<file path="src/rtl/trc_pkg.sv">
package trc_pkg;
  localparam int ID_W = 12;
  typedef logic [ID_W-1:0] id_t;

  // A disabled filter passes every id; an enabled one needs equality.
  function automatic logic id_pass(input logic en, input id_t want, input id_t seen);
    return !en || (want == seen);
  endfunction
endpackage

</file>
<file path="src/rtl/trc_match.sv">
module trc_match
  import trc_pkg::*;
(
  input  logic src_en,
  input  id_t  src_cfg,
  input  id_t  src_obs,
  input  logic dst_en,
  input  id_t  dst_cfg,
  input  id_t  dst_obs,
  output logic hit
);
  logic src_ok, dst_ok;
  assign src_ok = id_pass(src_en, src_cfg, src_obs);
  assign dst_ok = id_pass(dst_en, dst_cfg, dst_obs);
  assign hit    = src_ok && dst_ok;
endmodule

</file>
<file path="src/rtl/trc_wptr.sv">
module trc_wptr #(
  parameter int ADDR_W = 16
) (
  input  logic              clk,
  input  logic              rst_n,
  input  logic              start,
  input  logic              advance,
  input  logic              wrap,
  input  logic [ADDR_W-1:0] base,
  input  logic [ADDR_W-1:0] limit,
  output logic [ADDR_W-1:0] slot_addr,
  output logic              stopped,
  output logic              full
);
  logic [ADDR_W-1:0] ptr_q;
  logic              full_q;

  function automatic logic [ADDR_W-1:0] step(input logic [ADDR_W-1:0] cur,
                                             input logic [ADDR_W-1:0] b,
                                             input logic [ADDR_W-1:0] l,
                                             input logic w);
    if (cur != l) return cur + 1'b1;
    return w ? b : cur;
  endfunction

  assign slot_addr = start ? base : ptr_q;
  assign stopped   = start ? 1'b0 : full_q;
  assign full      = full_q;

  always_ff @(posedge clk or negedge rst_n) begin
    if (!rst_n) begin
      ptr_q  <= '0;
      full_q <= 1'b0;
    end else if (advance) begin
      ptr_q  <= step(slot_addr, base, limit, wrap);
      full_q <= (slot_addr == limit) && !wrap;
    end else if (start) begin
      ptr_q  <= base;
      full_q <= 1'b0;
    end
  end


  full_blocks_chk: assert property (@(posedge clk) disable iff (!rst_n)
    (full_q && !start) |-> !advance);

  wrap_to_base_chk: assert property (@(posedge clk) disable iff (!rst_n)
    (advance && wrap && slot_addr == limit) |=> ptr_q == $past(base));
endmodule

</file>
<file path="src/rtl/trc_drop_ctr.sv">
module trc_drop_ctr #(
  parameter int CNT_W = 16
) (
  input  logic             clk,
  input  logic             rst_n,
  input  logic             clear,
  input  logic             inc,
  output logic [CNT_W-1:0] count
);
  localparam logic [CNT_W-1:0] CNT_MAX = '1;

  always_ff @(posedge clk or negedge rst_n) begin
    if (!rst_n)                       count <= '0;
    else if (clear)                   count <= '0;
    else if (inc && count != CNT_MAX) count <= count + 1'b1;
  end
endmodule

</file>
<file path="src/rtl/trc_out_reg.sv">
module trc_out_reg #(
  parameter int ADDR_W = 16,
  parameter int DATA_W = 56
) (
  input  logic              clk,
  input  logic              rst_n,
  input  logic              load,
  input  logic [ADDR_W-1:0] load_addr,
  input  logic [DATA_W-1:0] load_data,
  input  logic              ready,
  output logic              slot_free,
  output logic              valid,
  output logic [ADDR_W-1:0] addr,
  output logic [DATA_W-1:0] data
);
  assign slot_free = !valid || ready;

  always_ff @(posedge clk or negedge rst_n) begin
    if (!rst_n) begin
      valid <= 1'b0;
      addr  <= '0;
      data  <= '0;
    end else if (load) begin
      valid <= 1'b1;
      addr  <= load_addr;
      data  <= load_data;
    end else if (ready) begin
      valid <= 1'b0;
    end
  end


  hold_stable_chk: assert property (@(posedge clk) disable iff (!rst_n)
    (valid && !ready) |=> (valid && $stable(addr) && $stable(data)));

  load_shows_chk: assert property (@(posedge clk) disable iff (!rst_n)
    load |=> valid);
endmodule

</file>
<file path="src/rtl/msg_trace_capture.sv">
module msg_trace_capture
  import trc_pkg::*;
#(
  parameter int ADDR_W = 16,
  parameter int PAY_W  = 32,
  parameter int DROP_W = 16,
  localparam int REC_W = 2 * ID_W + PAY_W
) (
  input  logic              clk,
  input  logic              rst_n,
  input  logic              cfg_enable,
  input  logic              cfg_wrap,
  input  logic              cfg_dst_match_en,
  input  logic [ID_W-1:0]   cfg_dst_id,
  input  logic              cfg_src_match_en,
  input  logic [ID_W-1:0]   cfg_src_id,
  input  logic [ADDR_W-1:0] cfg_base,
  input  logic [ADDR_W-1:0] cfg_limit,
  input  logic              obs_valid,
  input  logic [ID_W-1:0]   obs_src,
  input  logic [ID_W-1:0]   obs_dst,
  input  logic [PAY_W-1:0]  obs_payload,
  output logic              wr_valid,
  output logic [ADDR_W-1:0] wr_addr,
  output logic [REC_W-1:0]  wr_data,
  input  logic              wr_ready,
  output logic              trace_full,
  output logic [DROP_W-1:0] drop_count
);
  // Named internal events, visible to assertions.
  logic              en_q;
  logic              cap_start;
  logic              id_hit;
  logic              stopped;
  logic              slot_free;
  logic              candidate;
  logic              load_evt;
  logic              drop_evt;
  logic [ADDR_W-1:0] slot_addr;
  logic [REC_W-1:0]  record;

  function automatic logic [REC_W-1:0] pack_rec(input id_t s, input id_t d,
                                                input logic [PAY_W-1:0] p);
    return {s, d, p};
  endfunction

  always_ff @(posedge clk or negedge rst_n) begin
    if (!rst_n) en_q <= 1'b0;
    else        en_q <= cfg_enable;
  end

  assign cap_start = cfg_enable && !en_q;
  assign candidate = cfg_enable && obs_valid && id_hit && !stopped;
  assign load_evt  = candidate && slot_free;
  assign drop_evt  = candidate && !slot_free;
  assign record    = pack_rec(obs_src, obs_dst, obs_payload);

  trc_match u_match (
    .src_en  (cfg_src_match_en),
    .src_cfg (cfg_src_id),
    .src_obs (obs_src),
    .dst_en  (cfg_dst_match_en),
    .dst_cfg (cfg_dst_id),
    .dst_obs (obs_dst),
    .hit     (id_hit)
  );

  trc_wptr #(.ADDR_W(ADDR_W)) u_wptr (
    .clk       (clk),
    .rst_n     (rst_n),
    .start     (cap_start),
    .advance   (load_evt),
    .wrap      (cfg_wrap),
    .base      (cfg_base),
    .limit     (cfg_limit),
    .slot_addr (slot_addr),
    .stopped   (stopped),
    .full      (trace_full)
  );

  trc_drop_ctr #(.CNT_W(DROP_W)) u_drop (
    .clk   (clk),
    .rst_n (rst_n),
    .clear (cap_start),
    .inc   (drop_evt),
    .count (drop_count)
  );

  trc_out_reg #(.ADDR_W(ADDR_W), .DATA_W(REC_W)) u_out (
    .clk       (clk),
    .rst_n     (rst_n),
    .load      (load_evt),
    .load_addr (slot_addr),
    .load_data (record),
    .ready     (wr_ready),
    .slot_free (slot_free),
    .valid     (wr_valid),
    .addr      (wr_addr),
    .data      (wr_data)
  );


  load_or_drop_chk: assert property (@(posedge clk) disable iff (!rst_n)
    $onehot0({load_evt, drop_evt}));

  drop_only_stalled_chk: assert property (@(posedge clk) disable iff (!rst_n)
    drop_evt |-> (wr_valid && !wr_ready));

  idle_when_off_chk: assert property (@(posedge clk) disable iff (!rst_n)
    !cfg_enable |-> !load_evt);

  src_filter_chk: assert property (@(posedge clk) disable iff (!rst_n)
    (load_evt && cfg_src_match_en) |-> obs_src == cfg_src_id);

  dst_filter_chk: assert property (@(posedge clk) disable iff (!rst_n)
    (load_evt && cfg_dst_match_en) |-> obs_dst == cfg_dst_id);
endmodule

</file>
<file path="config.mk">
export PLATFORM = sky130hd
export DESIGN_NAME = msg_trace_capture
export DESIGN_NICKNAME = d
export VERILOG_FILES = /design/src/rtl/trc_pkg.sv /design/src/rtl/trc_match.sv /design/src/rtl/trc_wptr.sv /design/src/rtl/trc_drop_ctr.sv /design/src/rtl/trc_out_reg.sv /design/src/rtl/msg_trace_capture.sv
export SDC_FILE = /design/constraint.sdc
export NUM_CORES = 1
export LEC_CHECK = 0
export BUFFER_PORTS_ARGS = -buffer_cell sky130_fd_sc_hd__buf_2
export CAP_MARGIN = 40
export CORE_MARGIN = 1
export CORE_UTILIZATION = 50
export DETAILED_ROUTE_END_ITERATION = 6
export PLACE_DENSITY = 0.81
export SLEW_MARGIN = 15
export SYNTH_ARGS = -nofsm -noshare
export SYNTH_HDL_FRONTEND = slang
export SYNTH_SLANG_ARGS = --single-unit
</file>
<file path="constraint.sdc">
create_clock -name clk -period 2.9 [get_ports clk]
set_clock_uncertainty 0.05 [all_clocks]
set_input_delay 0.29 -clock clk [delete_from_list [all_inputs] [get_ports clk]]
set_output_delay 0.29 -clock clk [all_outputs]
set_load 0.05 [all_outputs]
</file>
==> insert_results.sql <==
INSERT INTO impl_metrics (metric_group, metric, value, unit) VALUES
('setup_path', 'setup.worst_path.start', 'en_q', ''),
('global_route', 'via_count_of_the_first_global_routing_pass', '5118', ''),
('placement', 'dp_hpwl', '12.2', 'mm'),
('global_route', 'wire_length_of_the_first_global_routing_pass', '25.8', 'mm'),
('sta', 'rsz_0062_raised_after_global_routing', 'no', ''),
('logic_synthesis', 'syn-mean-instance-area', '10.7', 'sq um'),
('setup_path', 'worst_setup_path_end_kind', 'flop', ''),
('logic_synthesis', 'netlist.area_leader.share', '0.479', ''),
('sta', 'timing.final.setup_violations', '0', ''),
('sta', 'whs', '0.0843', 'ns'),
('placement', 'dp_slack', '-0.00104', 'ns'),
('clocking', 'htree_levels', '3', ''),
('power_and_ir_drop', 'clkPwrFrac', '0.210', ''),
('clocking', 'root_buffer', 'clkbuf_8', ''),
('cells_and_area', 'most-common-layout-cells', 'buf_2 (208), dfrtp_1 (107), mux2_2 (63)', ''),
('cells_and_area', 'drive_gt1_frac', '0.454', ''),
('setup_path', 'cp_num_buf_inv', '3', ''),
('setup_path', 'setup.worst_path.class', 'reg2reg', ''),
('power_and_ir_drop', 'fin_total_pwr', '4970', 'uW'),
('sta', 'postLayoutSetupSlackWorst', '0.179', 'ns'),
('power_and_ir_drop', 'irDropWorstVdd', '0.000614', 'V'),
('clocking', 'numCtsBuffers', '9', ''),
('placement', 'gp_congestion', '0.927', ''),
('floorplanning', 'placeable_area', '10900', 'sq um'),
('logic_synthesis', 'synth_top_flop_cell', 'dfrtp_1', ''),
('routing', 'wire_length_on_met3', '1.18', 'mm'),
('sta', 'timing_worst_slew_pin_value', '0.757', 'ns'),
('clocking', 'cts_tree', 'done', ''),
('power_and_ir_drop', 'power_density', '689', 'nW/um^2'),
('global_route', 'grt-ovfl-total', '0', ''),
('setup_path', 'reg2reg_to', 'u_wptr.ptr_q[5]', ''),
('setup_path', 'path_common_cell', 'buf_4', ''),
('setup_path', 'worst-r2r-setup-slack', '0.18', 'ns'),
('placement', 'numPlacedInstances', '874', ''),
('sta', 'relative_slew_slack', '0.495', ''),
('setup_path', 'capture_point_of_the_worst_path', 'u_wptr.ptr_q[5]', ''),
('power_and_ir_drop', 'seq_power_share', '0.389', ''),
('setup_path', 'worstPathRequired', '3.11', 'ns'),
('routing', 'drt-initial-drc-count', '316', ''),
('placement', 'io_buffer_count', '209', ''),
('cells_and_area', 'synthToLayoutAreaGrowth', '29.0', '%'),
('logic_synthesis', 'yosys-top-cells-area', 'dfrtp_1 (48%), mux2_2 (13%), xnor2_1 (3.8%), xor2_1 (3.4%), nor2_1 (3.1%)', ''),
('setup_path', 'critical_path_depth', '10', ''),
('routing', 'first_pass_iters', '5', ''),
('setup_path', 'timing.critical_path.arrival', '2.94', 'ns'),
('power_and_ir_drop', 'p_int', '2850', 'uW'),
('routing', 'ant_nets', '0', ''),
('routing', 'detail_route.wl_per_cell', '18.0', 'um'),
('sta', 'timing.final.max_slew_violations', '0', ''),
('logic_synthesis', 'synthDominantAreaCellType', 'dfrtp_1', ''),
('global_route', 'grt_antenna_before_repair', '0', ''),
('setup_path', 'cp_max_fo', '13', ''),
('logic_synthesis', 'synth_edf_count', '0', ''),
('clocking', 'clock_insertion_delay_worst_skew', '0.38', 'ns'),
('sta', 'hold_viol', '0', ''),
('global_route', 'track_usage', '0.288', ''),
('clocking', 'tritoncts_num_sinks', '107', ''),
('floorplanning', 'die_w', '108', 'um'),
('routing', 'dr.max_layer_used', 'met4', ''),
('logic_synthesis', 'postSynthRegisterBits', '107', ''),
('floorplanning', 'dieHeight', '108', 'um'),
('floorplanning', 'initial_utilization', '0.513', ''),
('power_and_ir_drop', 'power.switching_fraction', '0.427', ''),
('outcome', 'status', 'completed', ''),
('routing', 'detail_route.wirelength.met1', '6.40', 'mm'),
('floorplanning', 'io-pin-count', '210', ''),
('logic_synthesis', 'synth.distinct_cells', '63', ''),
('logic_synthesis', 'synth-async-reset-ratio', '1.00', ''),
('power_and_ir_drop', 'power.switching', '2120', 'uW'),
('clocking', 'clk_pin_slew', '0.11', 'ns'),
('routing', 'drt_drc_violations_left', '0', '');
==> per-stage QoR <==
| stage | TNS, ns | area, sq um |
|---|---|---|
| 2_1_floorplan | 0 | 5590 |
| 3_5_place_dp | -0.00104 | 6940 |
| 4_1_cts | 0 | 7200 |
| 3_3_place_gp | 0 | 6940 |
| 5_1_grt | 0 | 7210 |
| 6_report | 0 | 7210 |
==> synthesized netlist by cell type, types with 6 or more instances <==
| master | n |
|---|---|
| xnor2_1 | 24 |
| nand3_1 | 13 |
| buf_2 | 10 |
| mux2i_1 | 16 |
| o21ai_0 | 13 |
| nand4_1 | 6 |
| a21oi_1 | 28 |
| clkbuf_1 | 7 |
| buf_1 | 6 |
| mux2_2 | 63 |
| nand2_1 | 37 |
| xor2_1 | 22 |
| nor2_1 | 46 |
| dfrtp_1 | 107 |
| inv_1 | 10 |
| nor4_1 | 10 |
| nor3_1 | 9 |
==> power groups by stage <==
stage	Clock [uW]	Sequential [uW]	Combinational [uW]
after floorplan	0	2890	458
after global placement	0	1940	1950
after detailed placement	0	1960	1980
after CTS	1060	1930	1990
after global routing	1110	1970	2080
final	1040	1930	1990
==> state kept, by name, summed over array words and instances (netlist names) <==
name / cells
u_drop.count: 16
u_wptr.ptr_q: 16
u_out.data: 56
u_out.valid: 1
u_wptr.full: 1
en_q: 1
u_out.addr: 16
==> layer usage <==
layer  track usage  up-vias
met3        0.0599       37
met4         0.122        0
met2         0.481      256
met5             0        -
li1              -     2333
met1         0.362     2480
==> what timing repair did <==
item                       4_1_cts  5_1_grt
setup endpoints to repair        3       13
hold endpoints to repair        59        0
pin swaps                        1        0
cloned                           0        0
resized for setup                0        3
buffers inserted                 2        0
hold buffers                     2        0
==> cell type report <==
cell class,instances,area [sq um],area share
timing repair buffer,243,1330,0.185
sequential,107,2680,0.371
clock buffer,9,124,0.0172
multi-input combinational,377,2760,0.382
clock inverter,7,101,0.0141
inverter,11,42.5,0.00590
tap,140,175,0.0243
==> worst min path at each step <==
stage / slack [ns] / from / cells past startpoint / to
after floorplan: -0.06 / rst_n / 0 / en_q
after global placement: 0.34 / rst_n / 1 / u_out.addr[7]
after detailed placement: 0.36 / rst_n / 1 / u_out.addr[2]
after CTS: 0.07 / obs_payload[8] / 2 / u_out.data[8]
after global routing: 0.07 / obs_payload[0] / 2 / u_out.data[0]
final: 0.08 / obs_payload[8] / 2 / u_out.data[8]
==> logic make-up after synthesis <==
logic type / count (synthesis) / synth area share
and+or+nand+nor: 152 / 0.134
DFF: 107 / 0.479
AOI/OAI and AO/OA: 97 / 0.121
muxes: 80 / 0.158
xor gates and xnor gates: 46 / 0.0721
buffers and inverters: 37 / 0.0313
adders and majority gates: 2 / 0.00448
No activity file was read; power rests on OpenSTA's default activity.
